### config.mk
export PLATFORM = sky130hd
export DESIGN_NAME = cmp_wave_timer
export DESIGN_NICKNAME = d
export VERILOG_FILES = /design/src/rtl/cwt_pkg.sv /design/src/rtl/cwt_counter.sv /design/src/rtl/cwt_wave.sv /design/src/rtl/cwt_flags.sv /design/src/rtl/cmp_wave_timer.sv
export SDC_FILE = /design/constraint.sdc
export NUM_CORES = 1
export LEC_CHECK = 0
export ABC_AREA = 0
export BUFFER_PORTS_ARGS = -buffer_cell sky130_fd_sc_hd__buf_2
export CORE_MARGIN = 10
export CORE_UTILIZATION = 50
export CTS_BUF_LIST = sky130_fd_sc_hd__clkbuf_2 sky130_fd_sc_hd__clkbuf_4 sky130_fd_sc_hd__clkbuf_8
export CTS_CLUSTER_DIAMETER = 100
export DETAILED_ROUTE_END_ITERATION = 10
export PLACE_DENSITY = 0.91
export SETUP_SLACK_MARGIN = 0.05
export SYNTH_ARGS = -nofsm -noshare
export SYNTH_HDL_FRONTEND = slang
export SYNTH_SLANG_ARGS = --single-unit
### constraint.sdc
create_clock -name clk_i -period 2.16 [get_ports clk_i]
set_input_delay 0.432 -clock clk_i [delete_from_list [all_inputs] [get_ports clk_i]]
set_output_delay 0.432 -clock clk_i [all_outputs]
set_load 0.05 [all_outputs]
### src/rtl/cwt_pkg.sv
package cwt_pkg;
  typedef enum logic [1:0] {
    ACT_HOLD   = 2'd0,
    ACT_TOGGLE = 2'd1,
    ACT_CLEAR  = 2'd2,
    ACT_SET    = 2'd3
  } act_e;

  localparam logic [1:0] MODE_CLR_ON_MATCH = 2'd2;
  localparam int unsigned FLAG_OVF = 0;
  localparam int unsigned FLAG_CMP = 1;
  localparam int unsigned NUM_FLAGS = 2;
endpackage

### src/rtl/cwt_counter.sv
module cwt_counter #(
  parameter int unsigned W = 8
) (
  input  logic         clk_i,
  input  logic         rst_ni,
  input  logic         tick_i,
  input  logic         clr_on_match_i,
  input  logic         wr_i,
  input  logic [W-1:0] wdata_i,
  input  logic [W-1:0] cmp_i,
  output logic [W-1:0] cnt_o,
  output logic         match_o,
  output logic         wrap_o
);
  localparam logic [W-1:0] CNT_MAX = {W{1'b1}};

  logic [W-1:0] cnt_q;
  logic         advance;

  // a software write owns the tick: no advance, no match
  assign advance = tick_i & ~wr_i;
  assign match_o = advance & (cnt_q == cmp_i);
  assign wrap_o  = advance & (cnt_q == CNT_MAX);

  always_ff @(posedge clk_i or negedge rst_ni) begin
    if (!rst_ni)                        cnt_q <= '0;
    else if (wr_i)                      cnt_q <= wdata_i;
    else if (match_o && clr_on_match_i) cnt_q <= '0;
    else if (advance)                   cnt_q <= cnt_q + 1'b1;
  end

  assign cnt_o = cnt_q;
endmodule

### src/rtl/cwt_wave.sv
module cwt_wave
  import cwt_pkg::*;
(
  input  logic       clk_i,
  input  logic       rst_ni,
  input  logic       act_we_i,
  input  logic [1:0] act_wdata_i,
  input  logic       match_i,
  input  logic       force_i,
  input  logic       pin_we_i,
  input  logic       pin_wdata_i,
  input  logic       out_en_i,
  output logic       pin_o,
  output logic       wave_o
);
  act_e act_q;
  logic pin_q;
  logic pin_act;

  always_comb begin
    unique case (act_q)
      ACT_TOGGLE: pin_act = ~pin_q;
      ACT_CLEAR:  pin_act = 1'b0;
      ACT_SET:    pin_act = 1'b1;
      default:    pin_act = pin_q;
    endcase
  end

  // action register is read before it is rewritten: new code applies to the next event
  always_ff @(posedge clk_i or negedge rst_ni) begin
    if (!rst_ni)       act_q <= ACT_HOLD;
    else if (act_we_i) act_q <= act_e'(act_wdata_i);
  end

  always_ff @(posedge clk_i or negedge rst_ni) begin
    if (!rst_ni)                 pin_q <= 1'b0;
    else if (pin_we_i)           pin_q <= pin_wdata_i;
    else if (match_i || force_i) pin_q <= pin_act;
  end

  assign pin_o  = pin_q;
  assign wave_o = out_en_i & pin_q;
endmodule

### src/rtl/cwt_flags.sv
module cwt_flags #(
  parameter int unsigned N = 2
) (
  input  logic         clk_i,
  input  logic         rst_ni,
  input  logic [N-1:0] set_i,
  input  logic [N-1:0] ack_i,
  output logic [N-1:0] flag_o
);
  for (genvar g = 0; g < N; g++) begin : g_flag
    logic flag_q;
    always_ff @(posedge clk_i or negedge rst_ni) begin
      if (!rst_ni) flag_q <= 1'b0;
      else         flag_q <= set_i[g] | (flag_q & ~ack_i[g]);
    end
    assign flag_o[g] = flag_q;
  end
endmodule

### src/rtl/cmp_wave_timer.sv
module cmp_wave_timer
  import cwt_pkg::*;
#(
  parameter int unsigned W = 8
) (
  input  logic         clk_i,
  input  logic         rst_ni,
  input  logic         tick_i,
  input  logic         cnt_we_i,
  input  logic [W-1:0] cnt_wdata_i,
  input  logic         cmp_we_i,
  input  logic [W-1:0] cmp_wdata_i,
  input  logic         mode_we_i,
  input  logic [1:0]   mode_wdata_i,
  input  logic         act_we_i,
  input  logic [1:0]   act_wdata_i,
  input  logic         force_i,
  input  logic         pin_we_i,
  input  logic         pin_wdata_i,
  input  logic         out_en_i,
  input  logic         ovf_ack_i,
  input  logic         cmp_ack_i,
  output logic [W-1:0] cnt_o,
  output logic         wave_o,
  output logic         ovf_flag_o,
  output logic         cmp_flag_o
);
  logic [W-1:0]         cmp_q;
  logic [1:0]           mode_q;
  logic                 match;
  logic                 wrap;
  logic                 pin_q;
  logic [NUM_FLAGS-1:0] flag_set;
  logic [NUM_FLAGS-1:0] flag_ack;
  logic [NUM_FLAGS-1:0] flags;

  always_ff @(posedge clk_i or negedge rst_ni) begin
    if (!rst_ni) begin
      cmp_q  <= '0;
      mode_q <= '0;
    end else begin
      if (cmp_we_i)  cmp_q  <= cmp_wdata_i;
      if (mode_we_i) mode_q <= mode_wdata_i;
    end
  end

  cwt_counter #(.W(W)) u_counter (
    .clk_i          (clk_i),
    .rst_ni         (rst_ni),
    .tick_i         (tick_i),
    .clr_on_match_i (mode_q == MODE_CLR_ON_MATCH),
    .wr_i           (cnt_we_i),
    .wdata_i        (cnt_wdata_i),
    .cmp_i          (cmp_q),
    .cnt_o          (cnt_o),
    .match_o        (match),
    .wrap_o         (wrap)
  );

  cwt_wave u_wave (
    .clk_i       (clk_i),
    .rst_ni      (rst_ni),
    .act_we_i    (act_we_i),
    .act_wdata_i (act_wdata_i),
    .match_i     (match),
    .force_i     (force_i),
    .pin_we_i    (pin_we_i),
    .pin_wdata_i (pin_wdata_i),
    .out_en_i    (out_en_i),
    .pin_o       (pin_q),
    .wave_o      (wave_o)
  );

  always_comb begin
    flag_set           = '0;
    flag_ack           = '0;
    flag_set[FLAG_OVF] = wrap;
    flag_set[FLAG_CMP] = match;
    flag_ack[FLAG_OVF] = ovf_ack_i;
    flag_ack[FLAG_CMP] = cmp_ack_i;
  end

  cwt_flags #(.N(NUM_FLAGS)) u_flags (
    .clk_i  (clk_i),
    .rst_ni (rst_ni),
    .set_i  (flag_set),
    .ack_i  (flag_ack),
    .flag_o (flags)
  );

  assign ovf_flag_o = flags[FLAG_OVF];
  assign cmp_flag_o = flags[FLAG_CMP];
endmodule

# Word-level counts from Yosys, hierarchy flattened
# Cells that the tools add are included.
[word_totals]
rom_bits = 0
elab_cells = 38
mem_count = 0
latch_bits = 0
input_bits = 33
output_inout_bits = 11
mem_bits_rw = 0
reg_bits = 23
[classes]
eq_ne = 6
n_addsub = 1
bitwise = 12
n_reduce_logical = 6
n_shift = 0
multipliers = 0
mux = 6
magnitude_cmp = 0
div = 0
[ops]
columns = ["operator", "n"]
rows = [
  ["$mux 8", 3],
  ["$add 8x1->8 const B", 1],
  ["$eq 8x8->1", 1],
  ["$eq 8x8->1 const B", 1],
  ["$and 1x1->1", 6],
  ["$eq 2x2->1 const B", 3],
  ["$not 1->1", 4],
  ["$reduce_bool 4->1", 1],
  ["$pmux 1 s3", 1],
  ["$reduce_bool 3->1", 1],
  ["$eq 2x1->1 const B", 1],
  ["$mux 1", 2],
  ["$or 1x1->1", 2],
  ["$reduce_and 2->1", 1],
  ["$reduce_bool 2->1", 1],
  ["$logic_and 1x1->1", 1],
  ["$logic_or 1x1->1", 1],
]

# Depth between registers and ports, before layout
[logic_depth]
depth_word = 6
depth_mapped = 7
ltp_nobuf = 5

# By module
# From an unflattened synthesis, not the netlist that was laid out.
[unflattened]
hier_cells = 106
area_unflattened_um2 = 1236.2
[modules_own_cells]
columns = ["mod", "area_per_inst_um2", "cells_per_inst", "n_inst", "seq_area_each_um2"]
rows = [
  ["cwt_counter", 589.3, 63, 1, 200.2],
  ["cmp_wave_timer", 410.4, 22, 1, 250.2],
  ["cwt_wave", 148.9, 13, 1, 75.1],
  ["cwt_flags", 87.6, 8, 1, 50.0],
]

# Least setup slack after synthesis
# OpenSTA, ideal clock, no wires.
[synth_path]
kind = "reg-to-reg"
startpoint = "register u_counter.cnt_q[5], in the netlist u_counter.cnt_o[5]"
endpoint = "register u_counter.cnt_q[6], in the netlist u_counter.cnt_o[6]"
n_path_buf = 1
required_time_ns = 2.039
stages_incl_launch_ff = 7
arrival_ns = 2.052
setup_slack_ns = -0.013
synth_period_minus_slack_ns = 2.173
setup_time_ns = 0.121
cell_sequence = "dfrtp_1 inv_1 a2111oi_4 nand4_2 or3b_1 buf_6 a22o_1"
[synth_via]
elab_chain_cells = 5
word_cells_on_any_way = 8
cone_classes = "1 x add/sub; 1 x eq/ne; 3 x mux; 1 x bitwise; 2 x reduce/logical"
[synth_lines]
columns = ["element", "line_no", "source"]
rows = [
  ["start: declaration", "cwt_counter.sv:17", "logic [W-1:0] cnt_q;"],
  ["start signal: assignment", "cwt_counter.sv:27", "else if (wr_i) cnt_q <= wdata_i;"],
  ["start signal: assignment", "cwt_counter.sv:29", "else if (advance) cnt_q <= cnt_q + 1'b1;"],
  ["parallel branches: the longest is 5 deep, another holds $add 8x1->8", "-", ""],
]
# Parallel ways; which one is timed is not known. The select of a mux whose other input is x is not followed.
# A chain may end at the register's enable or synchronous reset.

# Worst setup path in the final report
[layout_path]
startpoint = "register u_counter.cnt_q[3], in the netlist u_counter.cnt_o[3]"
endpoint = "register u_counter.cnt_q[6], in the netlist u_counter.cnt_o[6]"
# The elaborated chain is that of the path after synthesis.

==> out/qor.txt <==
status: complete, no violations
synthesized instance count: 110
syn_area_per_cell: 11.1 um^2
CTS Hold Bufs: 0
worst reg-to-reg path cell count: 5
Num CTS Buffers: 3
reg2reg end: u_counter.cnt_o[6]$_DFFE_PN0P_
CP Capture Type: flip-flop
Fin Setup TNS: 0 ns
Critical path origin: u_counter.cnt_o[3]$_DFFE_PN0P_
Routed Antenna Nets: 0
Largest stage delay, worst path: 0.53 ns
GRT overflow: 0
CP Launch Type: flip-flop
RR Startpoint: u_counter.cnt_o[3]$_DFFE_PN0P_
slew of the pin with the lowest slew margin: 0.507 ns
I/O Buffers: 43
post-synth net total: 145
worst skew pair latency: 0.31 ns
routed vias: 996
initial antenna violation count: 0
area grow syn2layout: 21.7%
endpoints failing hold: 0
vias in the first global route: 1149
DR WL/cell: 15.7 um
clk sinks: 23
n_diodes: 0
hold crit path type: in -> async
Die Wd: 69.4 um
total iterations of the first detailed-routing run: 4
Setup CP Type: reg -> reg
Post-Syn Area: 1220 um^2
Max Clk Rate: 507 MHz
FF-to-FF setup slack: 0.19 ns
clk slew on worst S/H paths: 0.12 ns
Initial Utilization: 53.7%
final worst path period share: 91.4%
DRC: 0
Critical Path End: u_counter.cnt_o[6]$_DFFE_PN0P_
Final Critical Period: 1.97 ns
pin count of the biggest net entering global routing: 24
# IOs: 44
DIE AREA: 4820 um^2
cell breakdown of the critical path: inv_1, a222oi_1, nand4_2, or3b_1, a22o_1
Slew HR: 66.2%
commonest cells after routing, fill and taps aside: buf_2, dfrtp_1, mux2_2, nor2_1
max_cap viols: 0
Ys Warns: 0
Max clock buf depth: 2
LEAKAGE: 0.721 nW
layout cells sized above 1: 42.9%
Critical path buffers and inverters: 1
Worst Path Arrival: 2.19 ns
vias per inst: 5.47
final setup violation count: 0
worst hold slack: 0.0639 ns
Crit Path Max Fanout: 8
dpl cells: 178
cts repair resizes: 0
worst endpoint required time: 2.38 ns
Worst path slowest cell: or3b_1
first-pass GRT wire length: 5060 um
Final nets: 190
RSZ-0062 raised after global routing: false
CTS tree: done
CP top delay family: simple AND/OR/NAND/NOR gates
hpwl dp: 2350 um
Max Slew Vio Count: 0
Final Util: 65.3%
skew final: 0.00187 ns
Starting DRT DRC Count: 57
pwr/cell area: 675 nW/um^2
CP Depth: 5
worst vdd ir: 0.439 mV
Routed WL: 2870 um
synthesized flop and latch total: 23
row count: 17
commonest non-fill, non-tap cell in the layout: buf_2
GRT Overall Usage: 12.3%
DIE HEIGHT: 69.4 um
Synth cell types: 31
Non-Filler Instances: 182
Seq/Total Area, Yosys: 47.1%
CTS root buf: clkbuf_4
H-tree depth: 1
RePlAce Congestion: 0.858
core footprint: 2280 um^2
Post-CTS Setup Bufs: 0
## cell usage after synthesis (all sizes together)
cell / number / share of area [%]
a2111oi: 3 / 3.7
a21oi: 1 / 0.41
a222oi: 1 / 0.82
a22o: 8 / 5.7
and2: 1 / 0.51
and3: 2 / 1.1
buf: 2 / 1.8
clkbuf: 3 / 0.92
dfrtp: 23 / 47
ha: 2 / 2.0
inv: 8 / 2.5
mux2: 10 / 9.2
mux2i: 1 / 0.82
nand2: 6 / 1.8
nand2b: 1 / 1.1
nand3b: 1 / 0.61
nand4: 4 / 2.6
nor2: 9 / 2.8
nor2b: 2 / 1.0
nor3: 1 / 0.41
nor4: 1 / 0.51
nor4b: 1 / 0.72
o21ai: 5 / 2.0
o22ai: 1 / 0.51
or3: 1 / 0.51
or3b: 1 / 0.72
xnor2: 3 / 2.2
xor2: 8 / 5.7
## kinds of logic (layout without fill, tap and decap cells)
group / Yosys count / count (layout) / share of synthesized area, %
compound gates: 19 / 19 / 13.2
xor+xnor: 11 / 11 / 7.89
fa+ha+maj: 2 / 2 / 2.05
buf+inv: 13 / 57 / 5.23
flops: 23 / 23 / 47.1
mux: 11 / 11 / 10.0
simple gates: 31 / 31 / 14.4
## registers in the layout, summed over array words and instances, names as in the netlist
| register | flops |
|---|---|
| cmp_q | 8 |
| u_counter.cnt_o | 8 |
| mode_q | 2 |
| u_flags.g_flag.flag_q | 2 |
| u_wave.act_q | 2 |
| u_wave.pin_o | 1 |
## layout make-up
| cell class | count | area (um^2) |
|---|---|---|
| flip-flops and latches | 23 | 579 |
| clock buffers | 4 | 30.0 |
| multi-input cells | 74 | 582 |
| repair buffers | 45 | 230 |
| inverters | 8 | 30.0 |
| well taps | 28 | 35.0 |
| fillers | 192 | 790 |
## worst min-delay path by stage
| stage | start | endpoint | depth (start not counted) |
|---|---|---|---|
| after CTS | rst_ni | cmp_q[3]$_DFFE_PN0P_ | 1 |
| after floorplan | rst_ni | cmp_q[0]$_DFFE_PN0P_ | 0 |
| final | rst_ni | cmp_q[3]$_DFFE_PN0P_ | 1 |
| after global placement | rst_ni | cmp_q[3]$_DFFE_PN0P_ | 1 |
| after detailed placement | rst_ni | cmp_q[3]$_DFFE_PN0P_ | 1 |
| after global routing | rst_ni | cmp_q[2]$_DFFE_PN0P_ | 1 |
## metal layers
metal / global-route usage (%) / routed length (um) / up-vias
li1: - / - / 474
met1: 14.6 / 1310 / 480
met2: 20.4 / 1330 / 38
met3: 3.57 / 190 / 4
met4: 4.66 / 31 / 0
met5: 0 / 0 / -
## where the power goes
| part | switching [mW] | internal (mW) |
|---|---|---|
| logic | 0.157 | 0.111 |
| clock network | 0.130 | 0.0848 |
| registers | 0.0459 | 0.474 |
| total | 0.334 | 0.670 |
## stage by stage
step / total power, mW / worst slack [ns] / cell area, um^2
global placement: 0.791 / 0.169 / 1460
floorplan: 0.707 / 0.0884 / 1220
global route: 1.06 / 0.0627 / 1490
CTS: 1.01 / 0.172 / 1490
detailed placement: 0.801 / 0.106 / 1460
finish: 1.00 / 0.186 / 1490
Note: power is estimated with default switching activity, not from simulation.
